File: config.mk
export PLATFORM = sky130hd
export DESIGN_NAME = iram_xfer
export DESIGN_NICKNAME = d
export VERILOG_FILES = /design/src/rtl/iram_xfer_pkg.sv /design/src/rtl/iram_xfer_ctrl.sv /design/src/rtl/iram_xfer_ptrs.sv /design/src/rtl/iram_xfer_dpath.sv /design/src/rtl/iram_xfer.sv
export SDC_FILE = /design/constraint.sdc
export NUM_CORES = 1
export LEC_CHECK = 0
export BUFFER_PORTS_ARGS = -buffer_cell sky130_fd_sc_hd__buf_2
export CORE_ASPECT_RATIO = 1.2
export CORE_UTILIZATION = 56
export CTS_CLUSTER_DIAMETER = 150
export DETAILED_ROUTE_END_ITERATION = 10
export GPL_TIMING_DRIVEN = 0
export PLACE_DENSITY = 0.83
export SETUP_SLACK_MARGIN = 0.2
export SLEW_MARGIN = 25
export SYNTH_ARGS = -nofsm -noshare
export SYNTH_HDL_FRONTEND = slang
export SYNTH_SLANG_ARGS = --single-unit
File: constraint.sdc
create_clock -name clk -period 5.5 [get_ports clk]
set_clock_uncertainty 0.2 [all_clocks]
set_input_delay 0 -clock clk [delete_from_list [all_inputs] [get_ports clk]]
set_output_delay 0 -clock clk [all_outputs]
set_load 0.005 [all_outputs]
File: src/rtl/iram_xfer_pkg.sv
package iram_xfer_pkg;

    localparam int unsigned PTR_W_DEF  = 7;
    localparam int unsigned DATA_W_DEF = 8;
    localparam int unsigned CNT_W_DEF  = 8;
    localparam int unsigned DEPTH_DEF  = 96;

    localparam logic [1:0] XOP_MOVE = 2'b00;
    localparam logic [1:0] XOP_SWAP = 2'b01;

    // one RAM access per phase; A/B name the pointer that addresses it
    typedef enum logic [2:0] {
        PH_IDLE = 3'd0,
        PH_RD_A = 3'd1,
        PH_RD_B = 3'd2,
        PH_WR_A = 3'd3,
        PH_WR_B = 3'd4
    } phase_e;

    function automatic logic is_fill(logic [1:0] op);
        return op[1];
    endfunction

    function automatic phase_e first_phase(logic [1:0] op);
        if (is_fill(op))        return PH_WR_A;
        else if (op == XOP_SWAP) return PH_RD_A;
        else                    return PH_RD_B;
    endfunction

    function automatic phase_e next_phase(phase_e ph);
        case (ph)
            PH_RD_A: return PH_RD_B;
            PH_RD_B: return PH_WR_A;
            PH_WR_A: return PH_WR_B;
            default: return PH_IDLE;
        endcase
    endfunction

    function automatic logic is_last(phase_e ph, logic [1:0] op);
        return (ph == PH_WR_B) || (ph == PH_WR_A && op != XOP_SWAP);
    endfunction

endpackage

File: src/rtl/iram_xfer_ctrl.sv
module iram_xfer_ctrl
    import iram_xfer_pkg::*;
#(
    parameter int unsigned CNT_W = 8
) (
    input  logic             clk,
    input  logic             rst,
    input  logic             start,
    input  logic [1:0]       op,
    input  logic             count_sel,
    input  logic [CNT_W-1:0] count_word,
    input  logic [CNT_W-1:0] count_byte,
    output phase_e           ph,
    output logic [1:0]       op_q,
    output logic             accept,
    output logic             byte_end,
    output logic             busy,
    output logic             done
);
    phase_e           ph_r;
    logic [1:0]       op_r;
    logic [CNT_W-1:0] cnt_r;
    logic             done_r;

    assign busy     = (ph_r != PH_IDLE);
    assign accept   = start && !busy;
    assign byte_end = busy && is_last(ph_r, op_r);
    assign ph       = ph_r;
    assign op_q     = op_r;
    assign done     = done_r;

    always_ff @(posedge clk) begin
        if (rst) begin
            ph_r   <= PH_IDLE;
            op_r   <= XOP_MOVE;
            cnt_r  <= '0;
            done_r <= 1'b0;
        end else begin
            done_r <= 1'b0;
            if (accept) begin
                op_r  <= op;
                cnt_r <= count_sel ? count_byte : count_word;
                ph_r  <= first_phase(op);
            end else if (byte_end) begin
                if (cnt_r == '0) begin
                    ph_r   <= PH_IDLE;
                    done_r <= 1'b1;
                end else begin
                    cnt_r <= cnt_r - CNT_W'(1);
                    ph_r  <= first_phase(op_r);
                end
            end else if (busy) begin
                ph_r <= next_phase(ph_r);
            end
        end
    end

    p_done_pulse_r8: assert property (@(posedge clk) disable iff (rst)
        done |=> !done);
    p_done_after_busy_r8: assert property (@(posedge clk) disable iff (rst)
        done |-> (!busy && $past(busy)));
    p_swap_order_r4: assert property (@(posedge clk) disable iff (rst)
        (ph_r == PH_RD_A) |=> (ph_r == PH_RD_B));
    p_ignore_start_r9: assert property (@(posedge clk) disable iff (rst)
        (busy && start) |=> $stable(op_r));

endmodule

File: src/rtl/iram_xfer_ptrs.sv
module iram_xfer_ptrs #(
    parameter int unsigned PTR_W = 7
) (
    input  logic             clk,
    input  logic             rst,
    input  logic             accept,
    input  logic             byte_end,
    input  logic             step_b,
    input  logic [PTR_W-1:0] a_init,
    input  logic [PTR_W-1:0] b_init,
    output logic [PTR_W-1:0] a_ptr,
    output logic [PTR_W-1:0] b_ptr
);
    logic [PTR_W-1:0] a_r, b_r;

    assign a_ptr = a_r;
    assign b_ptr = b_r;

    always_ff @(posedge clk) begin
        if (rst) begin
            a_r <= '0;
            b_r <= '0;
        end else if (accept) begin
            a_r <= a_init;
            b_r <= b_init;
        end else if (byte_end) begin
            a_r <= a_r + PTR_W'(1);
            if (step_b) b_r <= b_r + PTR_W'(1);
        end
    end

    p_a_step_r6: assert property (@(posedge clk) disable iff (rst)
        (byte_end && !accept) |=> (a_r == PTR_W'($past(a_r) + PTR_W'(1))));
    p_b_hold_r5: assert property (@(posedge clk) disable iff (rst)
        (byte_end && !step_b && !accept) |=> $stable(b_r));

endmodule

File: src/rtl/iram_xfer_dpath.sv
module iram_xfer_dpath
    import iram_xfer_pkg::*;
#(
    parameter int unsigned PTR_W  = 7,
    parameter int unsigned DATA_W = 8,
    parameter int unsigned DEPTH  = 96
) (
    input  logic              clk,
    input  logic              rst,
    input  logic              accept,
    input  phase_e            ph,
    input  logic [1:0]        op_q,
    input  logic [DATA_W-1:0] fill_in,
    input  logic [PTR_W-1:0]  a_ptr,
    input  logic [PTR_W-1:0]  b_ptr,
    input  logic [DATA_W-1:0] rdata,
    output logic [PTR_W-1:0]  addr,
    output logic              we,
    output logic [DATA_W-1:0] wdata
);
    logic [PTR_W-1:0]  addr_c;
    logic              in_rng;
    logic [DATA_W-1:0] rd_val, hold_a, hold_b, fill_r;

    always_comb begin
        addr_c = (ph == PH_RD_A || ph == PH_WR_A) ? a_ptr : b_ptr;
        in_rng = (32'(addr_c) < DEPTH);
        rd_val = in_rng ? rdata : '0;
    end

    always_ff @(posedge clk) begin
        if (rst) begin
            hold_a <= '0;
            hold_b <= '0;
            fill_r <= '0;
        end else begin
            if (accept)         fill_r <= fill_in;
            if (ph == PH_RD_A)  hold_a <= rd_val;
            if (ph == PH_RD_B)  hold_b <= rd_val;
        end
    end

    assign addr  = addr_c;
    assign we    = (ph == PH_WR_A || ph == PH_WR_B) && in_rng;
    assign wdata = (ph == PH_WR_B) ? hold_a : (is_fill(op_q) ? fill_r : hold_b);

    p_write_in_range_r7: assert property (@(posedge clk) disable iff (rst)
        we |-> (32'(addr) < DEPTH));
    p_move_reads_first_r3: assert property (@(posedge clk) disable iff (rst)
        (ph == PH_WR_A && op_q == XOP_MOVE) |-> ($past(ph) == PH_RD_B));

endmodule

File: src/rtl/iram_xfer.sv
module iram_xfer
    import iram_xfer_pkg::*;
#(
    parameter int unsigned PTR_W  = PTR_W_DEF,
    parameter int unsigned DATA_W = DATA_W_DEF,
    parameter int unsigned CNT_W  = CNT_W_DEF,
    parameter int unsigned DEPTH  = DEPTH_DEF
) (
    input  logic              clk,
    input  logic              rst,
    input  logic              start,
    input  logic [1:0]        op,
    input  logic              count_sel,
    input  logic [CNT_W-1:0]  count_word,
    input  logic [CNT_W-1:0]  count_byte,
    input  logic [PTR_W-1:0]  a_ptr_in,
    input  logic [PTR_W-1:0]  b_ptr_in,
    input  logic [DATA_W-1:0] fill_val,
    input  logic [DATA_W-1:0] ram_rdata,
    output logic [PTR_W-1:0]  ram_addr,
    output logic              ram_we,
    output logic [DATA_W-1:0] ram_wdata,
    output logic              busy,
    output logic              done,
    output logic [PTR_W-1:0]  ptr_a,
    output logic [PTR_W-1:0]  ptr_b
);
    localparam int unsigned SPAN = 1 << PTR_W;

    phase_e     ph;
    logic [1:0] op_q;
    logic       accept, byte_end;

    initial begin
        if (DEPTH > SPAN) $display("iram_xfer: DEPTH exceeds pointer span");
    end

    iram_xfer_ctrl #(.CNT_W(CNT_W)) u_ctrl (
        .clk(clk), .rst(rst), .start(start), .op(op), .count_sel(count_sel),
        .count_word(count_word), .count_byte(count_byte),
        .ph(ph), .op_q(op_q), .accept(accept), .byte_end(byte_end),
        .busy(busy), .done(done)
    );

    iram_xfer_ptrs #(.PTR_W(PTR_W)) u_ptrs (
        .clk(clk), .rst(rst), .accept(accept), .byte_end(byte_end),
        .step_b(!is_fill(op_q)), .a_init(a_ptr_in), .b_init(b_ptr_in),
        .a_ptr(ptr_a), .b_ptr(ptr_b)
    );

    iram_xfer_dpath #(.PTR_W(PTR_W), .DATA_W(DATA_W), .DEPTH(DEPTH)) u_dpath (
        .clk(clk), .rst(rst), .accept(accept), .ph(ph), .op_q(op_q),
        .fill_in(fill_val), .a_ptr(ptr_a), .b_ptr(ptr_b), .rdata(ram_rdata),
        .addr(ram_addr), .we(ram_we), .wdata(ram_wdata)
    );

endmodule

==> Word level (Yosys, flattened, before mapping) <==
Cells that the tools add are included.
{ "totals": {"regBits": 52, "latch_bits": 0, "mem_bits_rw": 0, "rom_bits": 0, "input_bits": 52, "n_memories": 0} }
{ "classes": {"n_addsub": 3, "multipliers": 0, "div": 0, "n_lt_le_gt_ge": 1, "eq_ne": 9, "shifts": 0, "muxes": 23, "bitwise": 1, "n_reduce_logical": 15} }
{ "op_table": {"columns": ["op", "count"], "rows": [
  ["two-way mux 8 bit", 7],
  ["two-way mux 7 bit", 6],
  ["two-way mux 3 bit", 6],
  ["adder 7 x 1 -> 7 bit (second input constant)", 2],
  ["one-hot mux 3 bit (3 select lines)", 1],
  ["logical NOT 8 bit", 1],
  ["subtractor 8 x 1 -> 8 bit (second input constant)", 1],
  ["less-than comparator 7 bit (second input constant)", 1],
  ["equality test 3 x 2 -> 1 bit (second input constant)", 2],
  ["nonzero test 3 bit", 2],
  ["equality test 2 x 1 -> 1 bit (second input constant)", 2],
  ["logical AND 1 bit", 4],
  ["two-way mux 2 bit", 2],
  ["inequality test 2 bit (second input constant)", 2],
  ["AND reduction 2 bit", 2],
  ["equality test 3 x 1 -> 1 bit (second input constant)", 1],
  ["equality test 3 bit (second input constant)", 1],
  ["logical OR 1 bit", 3],
  ["OR reduction 3 bit", 1],
  ["inequality test 2 x 1 -> 1 bit (second input constant)", 1],
  ["nonzero test 2 bit", 1],
  ["logical NOT 1 bit", 1],
  ["two-way mux 1 bit", 1],
  ["NOT 1 bit", 1]
]} }

==> Depth between registers and ports, before layout <==
{ "depth": {"word_depth": 6, "ltp_mapped": 7, "ltp_nobuf": 7} }

==> Hierarchy <==
A second synthesis with hierarchy kept.
{ "hier_totals": {"cells_unflattened": 329, "area_unflattened_um2": 2778.9} }
{ "by_module_without_submodules": {"columns": ["mod", "n_inst", "cells_per_inst", "area_each_um2", "seq_area_each_um2"], "rows": [
  ["iram_xfer_dpath", 1, 137, 1196.1, 480.5],
  ["iram_xfer_ctrl", 1, 106, 863.3, 280.3],
  ["iram_xfer_ptrs", 1, 85, 715.7, 280.3],
  ["iram_xfer", 1, 1, 3.8, 0.0]
]} }

==> Worst setup path after synthesis <==
Ideal clock, no wire load.
{ "synth_path": {"kind": "flip-flop to flip-flop", "from": "reg u_ctrl.ph_r[0] (netlist: u_ctrl.ph[0])", "to": "reg u_ctrl.ph_r[0] (netlist: u_ctrl.ph[0])", "setup_time_ps": 88, "arrival_ps": 1522, "t_required_ps": 5212, "setup_slack_ps": 3690, "path_stages_with_launch": 7, "path_buffers": 3, "synth_period_minus_slack_ps": 1810, "cell_sequence": "dfxtp_1 > buf_4 > nor4b_4 > buf_4 > buf_2 > o21ai_0 > a311oi_2"} }
{ "synth_via": {"elab_chain_cells": 6, "elab_cells_between_ends": 15} }
{ "synth_lines": {"columns": ["item", "line", "source"], "rows": [
  ["start, declared", "iram_xfer_ctrl.sv:20", "phase_e ph_r;"],
  ["start signal, assigned", "iram_xfer_ctrl.sv:43", "ph_r <= first_phase(op);"],
  ["start signal, assigned", "iram_xfer_ctrl.sv:50", "ph_r <= first_phase(op_r);"],
  ["start signal, assigned", "iram_xfer_ctrl.sv:53", "ph_r <= next_phase(ph_r);"],
  ["parallel branches: the longest is 6 deep, another holds equality test 3 x 2 -> 1 bit", null, null]
]} }
Several ways; the timed one is not identified. The select of a mux whose other input is x is not followed.
A chain may end at the register's enable or synchronous reset.

==> Worst setup path after layout <==
{ "layout_path": {"from": "reg u_ctrl.ph_r[0] (netlist: u_ctrl.ph[0])", "to": "reg u_ctrl.cnt_r[1]"} }
{ "layout_via": {"elab_chain_cells": 6, "elab_cells_between_ends": 12} }
{ "layout_lines": {"columns": ["item", "line", "source"], "rows": [
  ["equality test 3 x 2 -> 1 bit", "iram_xfer_pkg.sv:40", "return (ph == PH_WR_B) || (ph == PH_WR_A && op != XOP_SWAP);"],
  ["logical AND 1 bit", "iram_xfer_pkg.sv:40", null],
  ["logical OR 1 bit", "iram_xfer_pkg.sv:40", null],
  ["logical AND 1 bit", "iram_xfer_ctrl.sv:27", "assign byte_end = busy && is_last(ph_r, op_r);"],
  ["nonzero test 2 bit (no line)", null, null],
  ["AND reduction 2 bit (no line)", null, null],
  ["end signal, assigned", "iram_xfer_ctrl.sv:42", "cnt_r <= count_sel ? count_byte : count_word;"],
  ["end signal, assigned", "iram_xfer_ctrl.sv:49", "cnt_r <= cnt_r - CNT_W'(1);"],
  ["end, declared", "iram_xfer_ctrl.sv:22", "logic [CNT_W-1:0] cnt_r;"]
]} }
Several ways; a longest one is shown, not always the timed one.

==> results by group <==
Run status
  – Status: finished, final reports clean

Clock network
  – Post-CTS Setup Inserts: 0
  – Worst-Skew Late Latency: between 0.3 and 0.4 ns
  – CTS Buf Count: 5
  – H-tree Lvls: 2
  – CTS Buffer Depth: 2
  – CTS sink cnt: 52
  – Hold Buf Count CTS: between 40 and 50
  – Root Driver: clkbuf_8
  – Cts repair resizes: 0
  – CTS tree: yes
  – Worst-path clk slew: 0.10 ns

Synth
  – Synth async-reset ratio: 0
  – EDFF count, synth: 0
  – Avg Inst Size Synth: 7.785 um^2
  – Top FF cell, synth: dfxtp_1
  – Post-synth net total: ~420
  – Mapped cell area: between 0.002 and 0.003 mm^2
  – Post-Syn Instances: approximately 370
  – #FFs+latches synth: 52
  – Seq/Total Area, Yosys: 0.3664
  – Warnings from Yosys: 0
  – Synth cell types: between 50 and 60

Setup path
  – R2r startpoint: u_ctrl.ph[0]$_SDFFE_PP0P_
  – Arrival @ worst endpoint: approximately 2.7 ns
  – Register-to-register setup slack: 2.85 ns
  – Setup crit end kind: flop
  – Crit-path cells: buf_4 -> nor3_1 -> nand2_1 -> clkbuf_1 -> nand4b_1 -> o311ai_0 -> dlygate4sd3_1
  – Worst EP required: around 5.5 ns
  – Critical path peak fanout: 10
  – Largest stage delay, worst path: approximately 0.60 ns
  – CP top delay family: buffers and inverters
  – R2R Path End: u_ctrl.cnt_r[1]$_SDFFE_PP0P_
  – Worst Reg-to-Reg Cells: 7
  – Crit-path slowest cell: dlygate4sd3_1
  – CP bufs+invs: 3
  – WS Path Type: reg2reg
  – CP startpoint kind: flop

Detailed routing
  – Drt pass-1 iters: 5
  – Via density: around 5.7
  – DRC: 0
  – Initial DRC count: around 380
  – Antenna violation net count after detailed routing: 0
  – Via count: ~3,200
  – Drt wl/cell: 15.33 um
  – Drt total wl: 8662 um

Min path
  – Hold EP: u_dpath.hold_a[6]$_SDFFE_PP0N_
  – WHS Path Cells: 2
  – Worst Hold Launch: u_dpath.hold_a[6]$_SDFFE_PP0N_
  – Worst min-delay path class: reg2reg

Final layout
  – Share of layout cells above drive strength 1: 0.2297
  – Area growth from synthesis to layout: 38.79%
  – Antenna Diode Count: 0
  – # nets final: 560
  – Final core occ: 0.8041

Global routing
  – GR Overflow Total: 0
  – First-pass GRT wire length: between 10,000 and 15,000 um
  – GRT Total Usage: 0.3327
  – Initial antenna violation count: 0
  – Largest net degree at the start of global routing: 17
  – Vias in the first global route: 2,963

Die
  – Starting Density: 0.5793
  – Die Y: between 80 and 90 um
  – Number of top-level pins: 84
  – Die W: approximately 67 um
  – Rows: 28
  – Core footprint: 0.004905 mm^2
  – DIE AREA: 0.005364 mm^2

Job
  – Max_cap viols: 0

Timing
  – Fin crit share: 0.4814
  – Sum Neg Setup Slack: 0 ns
  – Fmax: around 380 MHz
  – Slew Limit Headroom: 0.5492
  – RSZ-0062 raised after global routing: false
  – Count of final hold-check violations: 0
  – Minimum hold slack: around 0.26 ns
  – Endpoints failing setup: 0
  – Max Transition Viols Final: 0
  – Worst-Margin Slew: 0.6762 ns
  – Tmin final: about 2.6 ns

Place
  – GPL Wtd Cong: about 0.9
  – DP HPWL: around 5600 um
  – Port Buffer Count: 83

Power
  – PD cells: 248.8 mW/mm^2
  – PnR Total Power: between 900 and 1000 uW
  – VDD IR max: 0.0002077 V
  – Leakage: about 0.0016 uW
-- worst max-delay path by stage --
stage                                   endpoint                      start  cells after the start
finish              u_ctrl.cnt_r[1]$_SDFFE_PP0P_  u_ctrl.ph[0]$_SDFFE_PP0P_                      7
global route        u_ctrl.cnt_r[1]$_SDFFE_PP0P_  u_ctrl.ph[0]$_SDFFE_PP0P_                      7
CTS                 u_ctrl.cnt_r[1]$_SDFFE_PP0P_  u_ctrl.ph[2]$_SDFFE_PP0P_                      7
detailed placement     u_ctrl.ph[0]$_SDFFE_PP0P_  u_ctrl.ph[0]$_SDFFE_PP0P_                      6
global placement       u_ctrl.ph[0]$_SDFFE_PP0P_  u_ctrl.ph[0]$_SDFFE_PP0P_                      6
floorplan              u_ctrl.ph[0]$_SDFFE_PP0P_  u_ctrl.ph[0]$_SDFFE_PP0P_                      6
-- routing by layer --
metal / routed length (um) / track usage
met5: 0 / 0
met1: 3474 / 0.3743
met2: 4235 / 0.5620
met4: 410 / 0.1936
met3: 541 / 0.07286
-- cells in the mapped netlist (2+ instances only) --
| master | number | share of area |
|---|---|---|
| xnor2_1 | 2 | 0.0062 |
| nand3_1 | 21 | 0.037 |
| xor2_1 | 7 | 0.022 |
| a211oi_1 | 12 | 0.032 |
| nor4_1 | 2 | 0.0044 |
| a21oi_1 | 44 | 0.077 |
| nor2_1 | 15 | 0.020 |
| nand2b_1 | 5 | 0.011 |
| a31oi_1 | 3 | 0.0066 |
| nor3_1 | 6 | 0.011 |
| dfxtp_1 | 52 | 0.37 |
| mux2i_1 | 13 | 0.046 |
| ha_1 | 4 | 0.018 |
| buf_2 | 6 | 0.011 |
| nand3b_1 | 3 | 0.0079 |
| buf_6 | 2 | 0.0079 |
| clkbuf_1 | 12 | 0.016 |
| nor3b_1 | 2 | 0.0053 |
| o32ai_1 | 2 | 0.0062 |
| a311oi_1 | 2 | 0.0062 |
| inv_1 | 5 | 0.0066 |
| nor2b_1 | 7 | 0.015 |
| nand2_1 | 81 | 0.11 |
| o21ai_0 | 15 | 0.026 |
| or2_2 | 4 | 0.0088 |
| buf_1 | 3 | 0.0040 |
| nand4_1 | 7 | 0.015 |
| buf_4 | 3 | 0.0079 |
| and3_1 | 3 | 0.0066 |
-- worst min-delay path: cells and delay by family (launching register included) --
kind	cells	cell delay [ns]
and+or+nand+nor	1	0.05
DFF	1	0.32
AOI/OAI and AO/OA	1	0.05
-- area by class of cell --
type                    count  area, um^2
clock buffers               6       82.58
multi-input cells         282        1650
flip-flops and latches     52        1041
inverters                   5       18.77
clock inverters             2       38.79
repair buffers            132       905.9
plain buffers              26       131.4
fillers                   354       960.9
well taps                  60       75.07
-- cells in the final DEF (no fill, tap or decap), types with 2 or more instances in the layout --
| master | instances |
|---|---|
| buf_2 | 89 |
| nand2_1 | 81 |
| dfxtp_1 | 52 |
| dlygate4sd3_1 | 49 |
| a21oi_1 | 44 |
| nand3_1 | 21 |
| o21ai_0 | 15 |
| nor2_1 | 15 |
| mux2i_1 | 13 |
| clkbuf_1 | 12 |
| a211oi_1 | 12 |
| nor2b_1 | 7 |
| nand4_1 | 7 |
| xor2_1 | 7 |
| nor3_1 | 6 |
| clkbuf_8 | 6 |
| nand2b_1 | 5 |
| inv_1 | 5 |
| or2_2 | 4 |
| ha_1 | 4 |
| buf_4 | 3 |
| buf_1 | 3 |
| and3_1 | 3 |
| a31oi_1 | 3 |
| nand3b_1 | 3 |
| buf_6 | 2 |
| nor4_1 | 2 |
| a311oi_1 | 2 |
| xnor2_1 | 2 |
| o32ai_1 | 2 |
| nor3b_1 | 2 |
-- logic make-up after synthesis --
family | share of synthesized area
and+or+nand+nor | 0.2959
xor gates and xnor gates | 0.02774
DFF | 0.3664
buffers and inverters | 0.05284
AOI/OAI and AO/OA | 0.1938
adders and majority gates | 0.01761
muxes | 0.04579
-- sequential cells by signal (all words and copies together) (netlist names) --
signal and cells:
u_ptrs.b_ptr 7, u_ctrl.ph 3, u_dpath.hold_b 8, u_ptrs.a_ptr 7, u_ctrl.cnt_r 8, u_dpath.fill_r 8, u_dpath.hold_a 8, u_ctrl.done 1
u_ctrl.op_q 2
-- stage by stage --
stage	instances	worst slack, ns	cell area (um^2)
finish	565	2.852	3944
global route	565	2.735	3944
CTS	565	2.901	3944
detailed placement	508	3.352	3332
global placement	508	3.382	3332
floorplan	365	3.690	2841
-- where the power goes --
part	internal, uW	switching [uW]
Sequential	408	33.9
Clock	149	133
Combinational	119	139
No activity file was read; power rests on OpenSTA's default activity.
